<file path="config.mk">
export PLATFORM = sky130hd
export DESIGN_NAME = scan_sequencer
export DESIGN_NICKNAME = d
export VERILOG_FILES = /design/src/rtl/scan_seq_pkg.sv /design/src/rtl/sseq_trig_mux.sv /design/src/rtl/sseq_chan_ptr.sv /design/src/rtl/sseq_ctrl.sv /design/src/rtl/sseq_capture.sv /design/src/rtl/scan_sequencer.sv
export SDC_FILE = /design/constraint.sdc
export NUM_CORES = 1
export LEC_CHECK = 0
export BUFFER_PORTS_ARGS = -buffer_cell sky130_fd_sc_hd__buf_2
export CORE_UTILIZATION = 28
export DETAILED_ROUTE_END_ITERATION = 7
export PLACE_DENSITY_LB_ADDON = 0.15
export SYNTH_ARGS = -nofsm -noshare
export SYNTH_HDL_FRONTEND = slang
export SYNTH_SLANG_ARGS = --single-unit
</file>
<file path="constraint.sdc">
create_clock -name clk -period 3.8 [get_ports clk]
set_input_delay 0.57 -clock clk [delete_from_list [all_inputs] [get_ports clk]]
set_output_delay 0.57 -clock clk [all_outputs]
set_load 0.03 [all_outputs]
</file>
<file path="src/rtl/scan_seq_pkg.sv">
// Package: shared types of the channel scan sequencer.
// Assumes: nothing beyond IEEE 1800-2017.
package scan_seq_pkg;

    // Run-control states: idle, launching a conversion, waiting for done
    typedef enum logic [1:0] {
        ST_IDLE   = 2'd0,
        ST_LAUNCH = 2'd1,
        ST_WAIT   = 2'd2
    } seq_state_t;

endpackage

</file>
<file path="src/rtl/sseq_trig_mux.sv">
// Module: picks the active trigger.
// Software strobe when automatic triggering is off, otherwise the tick
// source addressed by the select input. Purely combinational.
// Assumes: trigger inputs are single-cycle pulses in the clk domain.
module sseq_trig_mux #(
    parameter int SRC_N = 2,
    parameter int SEL_W = $clog2(SRC_N)
) (
    input  logic             auto_en,
    input  logic [SEL_W-1:0] src_sel,
    input  logic             sw_start,
    input  logic [SRC_N-1:0] clk_tick,
    output logic             trig
);

    logic [SRC_N-1:0] sel_hit;

    // one decoded hit per tick source
    for (genvar g = 0; g < SRC_N; g++) begin : g_src
        assign sel_hit[g] = (src_sel == SEL_W'(g)) && clk_tick[g];
    end

    // final trigger choice between the software and the clock path
    always_comb begin
        trig = auto_en ? (|sel_hit) : sw_start;
    end

endmodule

</file>
<file path="src/rtl/sseq_chan_ptr.sv">
// Module: channel range registers and channel pointer.
// A range load sets both bounds and puts the pointer at the new low bound.
// A restart puts the pointer at the low bound. A step advances the pointer
// and wraps from the effective top to the low bound. A low bound above the
// high bound collapses the range to the single low channel.
// Assumes: load, restart and step are never requested together except that
// load has priority.
module sseq_chan_ptr #(
    parameter int CH_W = 4
) (
    input  logic            clk,
    input  logic            rst_n,
    input  logic            range_load,
    input  logic [CH_W-1:0] new_lo,
    input  logic [CH_W-1:0] new_hi,
    input  logic            restart,
    input  logic            step,
    output logic [CH_W-1:0] chan,
    output logic            at_top
);

    logic [CH_W-1:0] lo_q;
    logic [CH_W-1:0] hi_q;
    logic [CH_W-1:0] top_ch;

    // effective top of the range (R9: inverted range is the low channel only)
    always_comb begin
        top_ch = (lo_q > hi_q) ? lo_q : hi_q;
        at_top = (chan == top_ch);
    end

    // bounds and pointer update, load first, then restart, then step
    always_ff @(posedge clk) begin
        if (!rst_n) begin
            lo_q <= '0;
            hi_q <= '0;
            chan <= '0;
        end else if (range_load) begin
            lo_q <= new_lo;
            hi_q <= new_hi;
            chan <= new_lo;
        end else if (restart) begin
            chan <= lo_q;
        end else if (step) begin
            chan <= at_top ? lo_q : chan + 1'b1;
        end
    end

    // the pointer never leaves the effective range
    a_r9_ptr_in_range: assert property (@(posedge clk) disable iff (!rst_n)
        (chan >= lo_q) && (chan <= top_ch));

    // stepping from the top lands on the low bound
    a_r6_wrap_to_low: assert property (@(posedge clk) disable iff (!rst_n)
        (step && at_top && !range_load && !restart) |=> (chan == $past(lo_q)));

    // a range load puts the pointer on the new low bound
    a_r8_reload_low: assert property (@(posedge clk) disable iff (!rst_n)
        range_load |=> (chan == $past(new_lo)));

endmodule

</file>
<file path="src/rtl/sseq_ctrl.sv">
// Module: run controller.
// Accepts a trigger only when idle and captures the mode. Launches one
// conversion per channel and waits for done. In scan mode it chains
// conversions until the top channel; in single mode it stops after one.
// Assumes: the converter answers each start with exactly one done pulse.
module sseq_ctrl
    import scan_seq_pkg::*;
(
    input  logic clk,
    input  logic rst_n,
    input  logic trig,
    input  logic scan_in,
    input  logic conv_done,
    input  logic at_top,
    output logic busy,
    output logic conv_start,
    output logic restart,
    output logic step,
    output logic capture
);

    seq_state_t state_q;
    seq_state_t state_d;
    logic       scan_q;
    logic       accept;

    // decode of control strobes from the present state
    always_comb begin
        accept     = (state_q == ST_IDLE) && trig;
        restart    = accept && scan_in;
        capture    = (state_q == ST_WAIT) && conv_done;
        step       = capture;
        busy       = (state_q != ST_IDLE);
        conv_start = (state_q == ST_LAUNCH);
    end

    // next-state selection
    always_comb begin
        state_d = state_q;
        case (state_q)
            ST_IDLE:   if (trig) state_d = ST_LAUNCH;
            ST_LAUNCH: state_d = ST_WAIT;
            ST_WAIT:   if (conv_done) state_d = (scan_q && !at_top) ? ST_LAUNCH : ST_IDLE;
            default:   state_d = ST_IDLE;
        endcase
    end

    // state register and mode capture at accepted trigger
    always_ff @(posedge clk) begin
        if (!rst_n) begin
            state_q <= ST_IDLE;
            scan_q  <= 1'b0;
        end else begin
            state_q <= state_d;
            if (accept) scan_q <= scan_in;
        end
    end

    // every start pulse is one cycle long inside a busy run
    a_r3_start_single: assert property (@(posedge clk) disable iff (!rst_n)
        conv_start |=> (!conv_start && busy));

    // a run always begins with a start pulse
    a_r3_busy_rise_starts: assert property (@(posedge clk) disable iff (!rst_n)
        $rose(busy) |-> conv_start);

    // while waiting, nothing but done can cause a new start
    a_r7_wait_no_start: assert property (@(posedge clk) disable iff (!rst_n)
        (state_q == ST_WAIT && !conv_done) |=> !conv_start);

    // in single mode the run ends with its one done
    a_r4_single_ends: assert property (@(posedge clk) disable iff (!rst_n)
        (capture && !scan_q) |=> !busy);

    // in scan mode a done below the top launches the next channel
    a_r5_scan_chains: assert property (@(posedge clk) disable iff (!rst_n)
        (capture && scan_q && !at_top) |=> (conv_start && busy));

    // the captured mode holds for the whole run
    a_r11_mode_held: assert property (@(posedge clk) disable iff (!rst_n)
        (busy && $past(busy)) |-> $stable(scan_q));

endmodule

</file>
<file path="src/rtl/sseq_capture.sv">
// Module: sample hand-off register.
// On each accepted done it registers the result and the converted channel
// and raises a one-cycle valid strobe for the downstream sample FIFO.
// Assumes: capture comes from the run controller, one per conversion.
module sseq_capture #(
    parameter int CH_W   = 4,
    parameter int DATA_W = 16
) (
    input  logic              clk,
    input  logic              rst_n,
    input  logic              capture,
    input  logic              conv_done,
    input  logic [DATA_W-1:0] conv_data,
    input  logic [CH_W-1:0]   chan,
    output logic              smp_valid,
    output logic [CH_W-1:0]   smp_chan,
    output logic [DATA_W-1:0] smp_data
);

    // register the finished sample and its strobe
    always_ff @(posedge clk) begin
        if (!rst_n) begin
            smp_valid <= 1'b0;
            smp_chan  <= '0;
            smp_data  <= '0;
        end else begin
            smp_valid <= capture;
            if (capture) begin
                smp_chan <= chan;
                smp_data <= conv_data;
            end
        end
    end

    // no sample without a done pulse on the previous edge
    a_r10_valid_needs_done: assert property (@(posedge clk) disable iff (!rst_n)
        smp_valid |-> $past(conv_done));

    // the strobe is a single cycle per conversion
    a_r10_valid_single: assert property (@(posedge clk) disable iff (!rst_n)
        smp_valid |=> !smp_valid);

endmodule

</file>
<file path="src/rtl/scan_sequencer.sv">
// Module: top of the triggered channel scan sequencer.
// Ties the trigger selector, channel pointer, run controller and sample
// register together. Range writes are accepted only while idle.
// Assumes: synchronous active-low reset; all inputs in the clk domain.
module scan_sequencer #(
    parameter int CH_W   = 4,
    parameter int DATA_W = 16,
    parameter int SRC_N  = 2,
    localparam int SEL_W = (SRC_N > 1) ? $clog2(SRC_N) : 1
) (
    input  logic              clk,
    input  logic              rst_n,
    input  logic              scan_en,
    input  logic              auto_trig_en,
    input  logic [SEL_W-1:0]  trig_src_sel,
    input  logic              sw_start,
    input  logic [SRC_N-1:0]  clk_tick,
    input  logic              range_wr,
    input  logic [CH_W-1:0]   range_lo,
    input  logic [CH_W-1:0]   range_hi,
    input  logic              conv_done,
    input  logic [DATA_W-1:0] conv_data,
    output logic [CH_W-1:0]   chan_sel,
    output logic              conv_start,
    output logic              busy,
    output logic              smp_valid,
    output logic [CH_W-1:0]   smp_chan,
    output logic [DATA_W-1:0] smp_data
);

    logic trig;
    logic restart;
    logic step;
    logic capture;
    logic at_top;
    logic range_load;

    // range writes are refused while a run is in progress
    always_comb begin
        range_load = range_wr && !busy;
    end

    sseq_trig_mux #(
        .SRC_N (SRC_N),
        .SEL_W (SEL_W)
    ) u_trig (
        .auto_en  (auto_trig_en),
        .src_sel  (trig_src_sel),
        .sw_start (sw_start),
        .clk_tick (clk_tick),
        .trig     (trig)
    );

    sseq_chan_ptr #(
        .CH_W (CH_W)
    ) u_ptr (
        .clk        (clk),
        .rst_n      (rst_n),
        .range_load (range_load),
        .new_lo     (range_lo),
        .new_hi     (range_hi),
        .restart    (restart),
        .step       (step),
        .chan       (chan_sel),
        .at_top     (at_top)
    );

    sseq_ctrl u_ctrl (
        .clk        (clk),
        .rst_n      (rst_n),
        .trig       (trig),
        .scan_in    (scan_en),
        .conv_done  (conv_done),
        .at_top     (at_top),
        .busy       (busy),
        .conv_start (conv_start),
        .restart    (restart),
        .step       (step),
        .capture    (capture)
    );

    sseq_capture #(
        .CH_W   (CH_W),
        .DATA_W (DATA_W)
    ) u_cap (
        .clk       (clk),
        .rst_n     (rst_n),
        .capture   (capture),
        .conv_done (conv_done),
        .conv_data (conv_data),
        .chan      (chan_sel),
        .smp_valid (smp_valid),
        .smp_chan  (smp_chan),
        .smp_data  (smp_data)
    );

    // a range write during a run leaves the channel sequence alone
    a_r8_busy_write_ignored: assert property (@(posedge clk) disable iff (!rst_n)
        (busy && range_wr && !step) |=> $stable(chan_sel));

    // reset leaves the block idle with no strobes
    a_r1_reset_idle: assert property (@(posedge clk)
        !rst_n |=> (!busy && !conv_start && !smp_valid && chan_sel == '0));

endmodule

</file>
==> results of run 1 <==
-- state kept, by name, summed over array words and instances, names as in the netlist --
register and cells:
u_cap.smp_valid 1, u_ctrl.scan_q 1, u_ptr.hi_q 4, u_ptr.lo_q 4, u_cap.smp_chan 4, u_cap.smp_data 16, u_ctrl.state_q 2, u_ptr.chan 4
-- metrics by stage --
step	util (%)	area, um2	hold WS (ps)
6_report	37.0	2230	464
5_1_grt	37.0	2230	485
4_1_cts	37.0	2230	471
3_5_place_dp	35.2	2120	459
3_3_place_gp	35.2	2120	448
2_1_floorplan	-	1780	457
-- report_power, final --
| part | internal [W] | total, W | switching, W |
|---|---|---|---|
| logic | 0.000108 | 0.000249 | 0.000141 |
| registers | 0.000401 | 0.000438 | 0.0000373 |
| clock network | 0.000194 | 0.000341 | 0.000147 |
| total | 0.000703 | 0.00103 | 0.000326 |
-- how the worst max path moves through the flow --
stage | from | endpoint | slack [ps] | cells after the start
6_report | u_ptr.hi_q[2] | u_ptr.chan[3] | 1610 | 8
5_1_grt | u_ptr.hi_q[2] | u_ptr.chan[2] | 1460 | 8
3_3_place_gp | u_ptr.hi_q[2] | u_ptr.chan[0] | 1650 | 8
4_1_cts | u_ptr.hi_q[2] | u_ptr.chan[3] | 1600 | 8
3_5_place_dp | u_ptr.hi_q[2] | u_ptr.chan[3] | 1600 | 8
2_1_floorplan | u_ptr.hi_q[2] | u_ptr.chan[2] | 1770 | 8
-- area by class of cell --
| type | count | share of cell area [%] |
|---|---|---|
| multi-input cells | 156 | 43.9 |
| flip-flops and latches | 36 | 32.3 |
| repair buffers | 60 | 13.5 |
| well taps | 75 | 4.20 |
| clock buffers | 5 | 3.08 |
| clock inverters | 3 | 1.91 |
| inverters | 7 | 1.18 |
-- worst max-delay path: cells and delay by family, from the launching register on --
kind / cells / cell delay, ps
flip-flops: 1 / 370
multiplexers: 1 / 250
AND/OR/NAND/NOR: 3 / 680
adder cells (fa/ha/maj): 1 / 350
buffers and inverters: 1 / 50
AO/OA/AOI/OAI: 2 / 390
-- cell usage after synthesis --
master,count,area (um2)
o21a_1,1,7.51
a41o_2,1,11.3
a21oi_1,7,35.0
a311oi_1,1,8.76
clkbuf_1,10,37.5
o21a_2,1,8.76
and3b_1,1,8.76
o22ai_1,2,12.5
nor2_1,2,7.51
nor2_2,1,6.26
xnor2_1,5,43.8
nand4_1,2,12.5
o32a_1,1,10.0
ha_1,5,62.6
nand2b_1,4,25.0
and3b_4,1,12.5
xor2_1,5,43.8
nor4_1,1,6.26
a2111oi_4,1,27.5
nor2b_1,1,6.26
nor3b_1,1,7.51
dfxtp_1,36,721
a31oi_1,1,6.26
nand3b_1,2,15.0
o221ai_1,1,8.76
mux2i_1,4,40.0
nor3_2,1,10.0
o21bai_1,1,7.51
nand2_1,60,225
buf_2,3,15.0
o21ai_0,8,40.0
nor3b_4,1,18.8
a21boi_0,29,218
o211ai_1,2,15.0
nand3_1,1,5.00
inv_1,7,26.3
and2_1,1,6.26
-- routing by layer --
layer	GRT usage (%)	vias to the layer above	wire, um
met4	4.74	0	54
li1	-	828	-
met1	19.2	710	2280
met2	21.9	44	1830
met3	3.78	5	290
met5	0	-	0
-- cells by family (layout without fill, tap and decap cells) --
| group | count (synthesis) | in the layout | share of synthesized area (%) |
|---|---|---|---|
| xor gates and xnor gates | 10 | 10 | 4.92 |
| adders and majority gates | 5 | 5 | 3.52 |
| DFF | 36 | 36 | 40.5 |
| and+or+nand+nor | 80 | 80 | 21.0 |
| buffers and inverters | 20 | 75 | 4.43 |
| AOI/OAI and AO/OA | 57 | 57 | 23.4 |
| muxes | 4 | 4 | 2.25 |
-- layout by cell type, fill, tap and decap left out, types with 2 or more instances in the layout --
cell	synthesis	layout
inv_1	7	7
o211ai_1	2	2
a21boi_0	29	29
nand2_1	60	60
nor2_1	2	2
a21oi_1	7	7
o21ai_0	8	8
nand4_1	2	2
clkbuf_8	0	5
mux2i_1	4	4
xor2_1	5	5
buf_2	3	60
ha_1	5	5
dfxtp_1	36	36
xnor2_1	5	5
nand2b_1	4	4
nand3b_1	2	2
o22ai_1	2	2
==> flow_summary_export.csv, run 1 <==
group,metric,value,unit
clocking,clockBufferDepth,2,
sta,layout_min_cycle_time,2190,ps
power_and_ir_drop,power.density,461,nW/um2
power_and_ir_drop,power,0.00103,W
grt,grt_pass1_wl,7.11,mm
sta,setup_slack,1610,ps
synthesis,netlist_area,1780,um2
detailed_routing,first_pass_iters,4,
layout,fillCellCount,655,
detailed_routing,antenna_left,0,
detailed_routing,drt-initial-drc-count,79,
clocking,clk_latency,290,ps
sta,fmax,0.456,GHz
clocking,htree_num_levels,2,
synthesis,yosysUniqueCellTypes,37,
critical_path,startpoint_type,"register",
grt,antenna_found_initial,0,
critical_path,max_stage_delay,370,ps
layout,diodes,0,
clocking,cts_tree,"built",
synthesis,avgSynthCellArea,8.39,um2
sta,relSlewSlack,42.5,%
sta,worst_slew_pin_slew,860,ps
grt,grt_use_total,14.3,%
sta,setup_violations,0,
layout,seqCellArea,721,um2
critical_path,cp_cell_sequence,"inv_1, ha_1, and3b_4, a2111oi_4, nor3_2, nor3b_4, mux2i_1, o22ai_1",
synthesis,seq_area_frac_synth,40.5,%
sta,tns,0,ps
flow_run,cap_violations,0,
power_and_ir_drop,peakVddDrop,0.217,mV
placement,globalplace.congestion,0.747,
detailed_routing,viasPerCell,4.64,
synthesis,yosys_warnings,0,
placement,dp_hpwl,3.10,mm
detailed_routing,routedWlPerCell,13.0,um
clocking,cts-root-buf,"clkbuf_8",
sta,skew,3.49,ps
die,io_pins,61,
clocking,cts.hold.buffers_added,0,
clocking,post_cts_buffers,0,
placement,dp_slack,1600,ps
die,die_h,81.7,um
sta,rsz0062_at_grt,"false",
die,core_area,6030,um2
critical_path,r2r_slack,1610,ps
critical_path,reg2reg_from,"u_ptr.hi_q[2]",
die,die_area,6680,um2
grt,grt-ovfl-total,0,
die,rows,28,
die,initial_utilization,29.5,%
layout,drive_gt1_share,28.1,%
critical_path,crit_path_top_delay_cell,"dfxtp_1",
sta,min_period_over_period,57.7,%
clocking,cts_buffers,5,
run_status,status,"completed",
critical_path,end_kind,"register",
sta,final_hold_viol_count,0,
clocking,cts_resized,0,
synthesis,syn-num-nets,251,
critical_path,crit_fanout,5,
detailed_routing,routed_wl,4.45,mm
layout,fin_nets,305,
critical_path,rr_worst_depth,8,
worst_hold_path,hold_path_class,"register to register",
worst_hold_path,min_to,"u_cap.smp_data[14]",
grt,first_global_vias,1470,
layout,synthToLayoutAreaGrowth,25.5,%
layout,fin_cells,342,
sta,slew_violations,0,
layout,multi_input_area,980,um2
placement,dp.cells,334,
worst_hold_path,hold_path_depth,2,
critical_path,crit_type,"register to register",
placement,numPortBuffers,60,
synthesis,ys_seq_elements,36,
critical_path,crit_required,3970,ps
clocking,clk_pin_slew,80,ps
detailed_routing,drc_errors,0,
worst_hold_path,hp-start,"u_cap.smp_data[14]",
die,die_w,81.7,um
synthesis,syn_inst,212,
clocking,clock-sinks,36,
grt,grt_max_degree,39,
detailed_routing,vias,1587,
critical_path,r2r_end,"u_ptr.chan[3]",
power_and_ir_drop,p_leak,0.958,nW
critical_path,arrival,2360,ps
(Power assumes the default switching activity.)
==> inputs of run 2 (changes only) <==
==> constraint.sdc (replaced) <==
create_clock -name clk -period 2.3 [get_ports clk]
set_input_delay 0.345 -clock clk [delete_from_list [all_inputs] [get_ports clk]]
set_output_delay 0.345 -clock clk [all_outputs]
set_load 0.03 [all_outputs]
==> flow_summary_export.csv, run 2 (same netlist as run 1, synthesis figures left out) <==
group,metric,value,unit
critical_path,cp_cell_sequence,"inv_1, ha_1, and3b_4, a2111oi_4, nor3_2, nor3b_4, mux2i_1, o22ai_1",
clocking,clk_latency,280,ps
grt,first_global_vias,1527,
die,initial_utilization,29.5,%
run_status,status,"completed",
power_and_ir_drop,pwr-share-clk,28.0,%
sta,setup_slack,136,ps
clocking,cts_buffers,5,
layout,synthToLayoutAreaGrowth,26.2,%
detailed_routing,drc_errors,0,
sta,layout_min_cycle_time,2160,ps
critical_path,crit_fanout,5,
clocking,cts.hold.buffers_added,0,
sta,relSlewSlack,70.4,%
grt,grt-ovfl-total,0,
grt,grt_max_degree,22,
layout,mostFrequentLayoutCells,"nand2_1 (60), buf_2 (60), dfxtp_1 (36), a21boi_0 (29), o21ai_0 (8)",
power_and_ir_drop,power.density,708,nW/um2
grt,globalRouteMet1Util,18.5,%
critical_path,arrival,2330,ps
critical_path,max_stage_delay,370,ps
critical_path,crit_path_top_delay_cell,"dfxtp_1",
placement,dp_hpwl,3.16,mm
die,rows,28,
power_and_ir_drop,p_switching,0.000530,W
grt,grt_pass1_wl,7.16,mm
die,die_h,81.7,um
clocking,htree_num_levels,2,
sta,skew,5.29,ps
critical_path,end_kind,"register",
grt,use_met3,3.89,%
detailed_routing,vias,1599,
critical_path,startpoint_type,"register",
worst_hold_path,hold_path_class,"input pin to register",
grt,grtUsageMet2,22.7,%
placement,globalplace.congestion,0.759,
layout,regMostFlops,"u_cap.smp_data",
power_and_ir_drop,p_comb_share,26.5,%
sta,final_hold_viol_count,0,
critical_path,cp_num_buf_inv,1,
die,core_area,6030,um2
sta,fmax,0.462,GHz
sta,min_period_over_period,94.1,%
power_and_ir_drop,peakVddDrop,0.359,mV
critical_path,crit_required,2470,ps
layout,largest_reg_flops,16,
layout,diodes,0,
power_and_ir_drop,pwr-share-seq,45.4,%
critical_path,cp_top_family,"simple AND/OR/NAND/NOR gates",
critical_path,crit_type,"register to register",
clocking,cts_resized,0,
detailed_routing,routed_wl,4.38,mm
clocking,cts_tree,"built",
die,die_area,6680,um2
detailed_routing,viasPerCell,4.61,
placement,numPortBuffers,60,
sta,slew_violations,0,
grt,top_usage_layer,"met2",
flow_run,cap_violations,0,
clocking,clk_pin_slew,80,ps
detailed_routing,antenna_left,0,
die,io_pins,61,
clocking,clock-sinks,36,
clocking,cts-root-buf,"clkbuf_8",
detailed_routing,first_pass_iters,2,
clocking,clockBufferDepth,2,
power_and_ir_drop,switching_share,33.3,%
sta,setup_violations,0,
sta,tns,0,ps
power_and_ir_drop,p_leak,0.976,nW
layout,drive_gt1_share,29.4,%
sta,worst_slew_pin_slew,443,ps
detailed_routing,drt-initial-drc-count,40,
grt,antenna_found_initial,0,
grt,grt_use_total,14.3,%
clocking,post_cts_buffers,0,
power_and_ir_drop,intPower,0.00106,W
placement,dp_slack,117,ps
sta,rsz0062_at_grt,"false",
layout,fin_nets,310,
die,die_w,81.7,um
detailed_routing,routedWlPerCell,12.6,um
run 2: changes by cell type in the layout (fill, tap and decap cells not counted):
cell and delta:
buf_4 +5, bufinv_16 -1, clkinv_2 +1, clkinv_4 +1, clkinvlp_4 -1
run 2: area by class of cell:
type,count,area (um2)
Fill cell,671,3780
Multi-Input combinational cell,156,980
Sequential cell,36,721
Timing Repair Buffer,65,338
Inverter,7,26.3
Clock buffer,5,68.8
Tap cell,75,93.8
Clock inverter,3,18.8
run 2: power by group through the flow:
stage	clock (W)	sequential (W)	combinational [W]
floorplan	0	0.000750	0.000290
global placement	0	0.000736	0.000429
detailed placement	0	0.000736	0.000427
CTS	0.000468	0.000722	0.000428
global route	0.000498	0.000731	0.000466
finish	0.000446	0.000722	0.000422
run 2: final timing paths:
kind                          start                end  slack, ps  cells past startpoint
setup / recovery      u_ptr.hi_q[2]      u_ptr.chan[2]        140                      8
hold / removal         conv_data[2]  u_cap.smp_data[2]        300                      3
setup reg to reg      u_ptr.hi_q[2]      u_ptr.chan[2]        140                      8
hold reg to reg   u_cap.smp_data[4]  u_cap.smp_data[4]        460                      2
run 2: per-stage QoR:
step | instances | util [%] | area [um2] | total power, W | hold slack (ps)
floorplan | 212 | - | 1780 | 0.00104 | 457
global placement | 339 | 35.8 | 2160 | 0.00117 | 450
detailed placement | 339 | 35.8 | 2160 | 0.00116 | 457
CTS | 347 | 37.3 | 2250 | 0.00162 | 286
global route | 347 | 37.3 | 2250 | 0.00169 | 289
finish | 347 | 37.3 | 2250 | 0.00159 | 298
run 2: per-layer routing:
layer  part of all wire (%)  routed length [um]  vias up
met2                     43                1890       38
met3                    5.8                 254        6
met1                     50                2170      723
met4                    1.3                  58        0
li1                       -                   -      832
met5                      0                   0        -
run 2: worst reg2reg max path: cells and delay by family (launching register included):
family / cells / cell delay [ps]
DFF: 1 / 370
muxes: 1 / 230
AOI/OAI and AO/OA: 2 / 380
and+or+nand+nor: 3 / 660
adders and majority gates: 1 / 350
buffers and inverters: 1 / 60
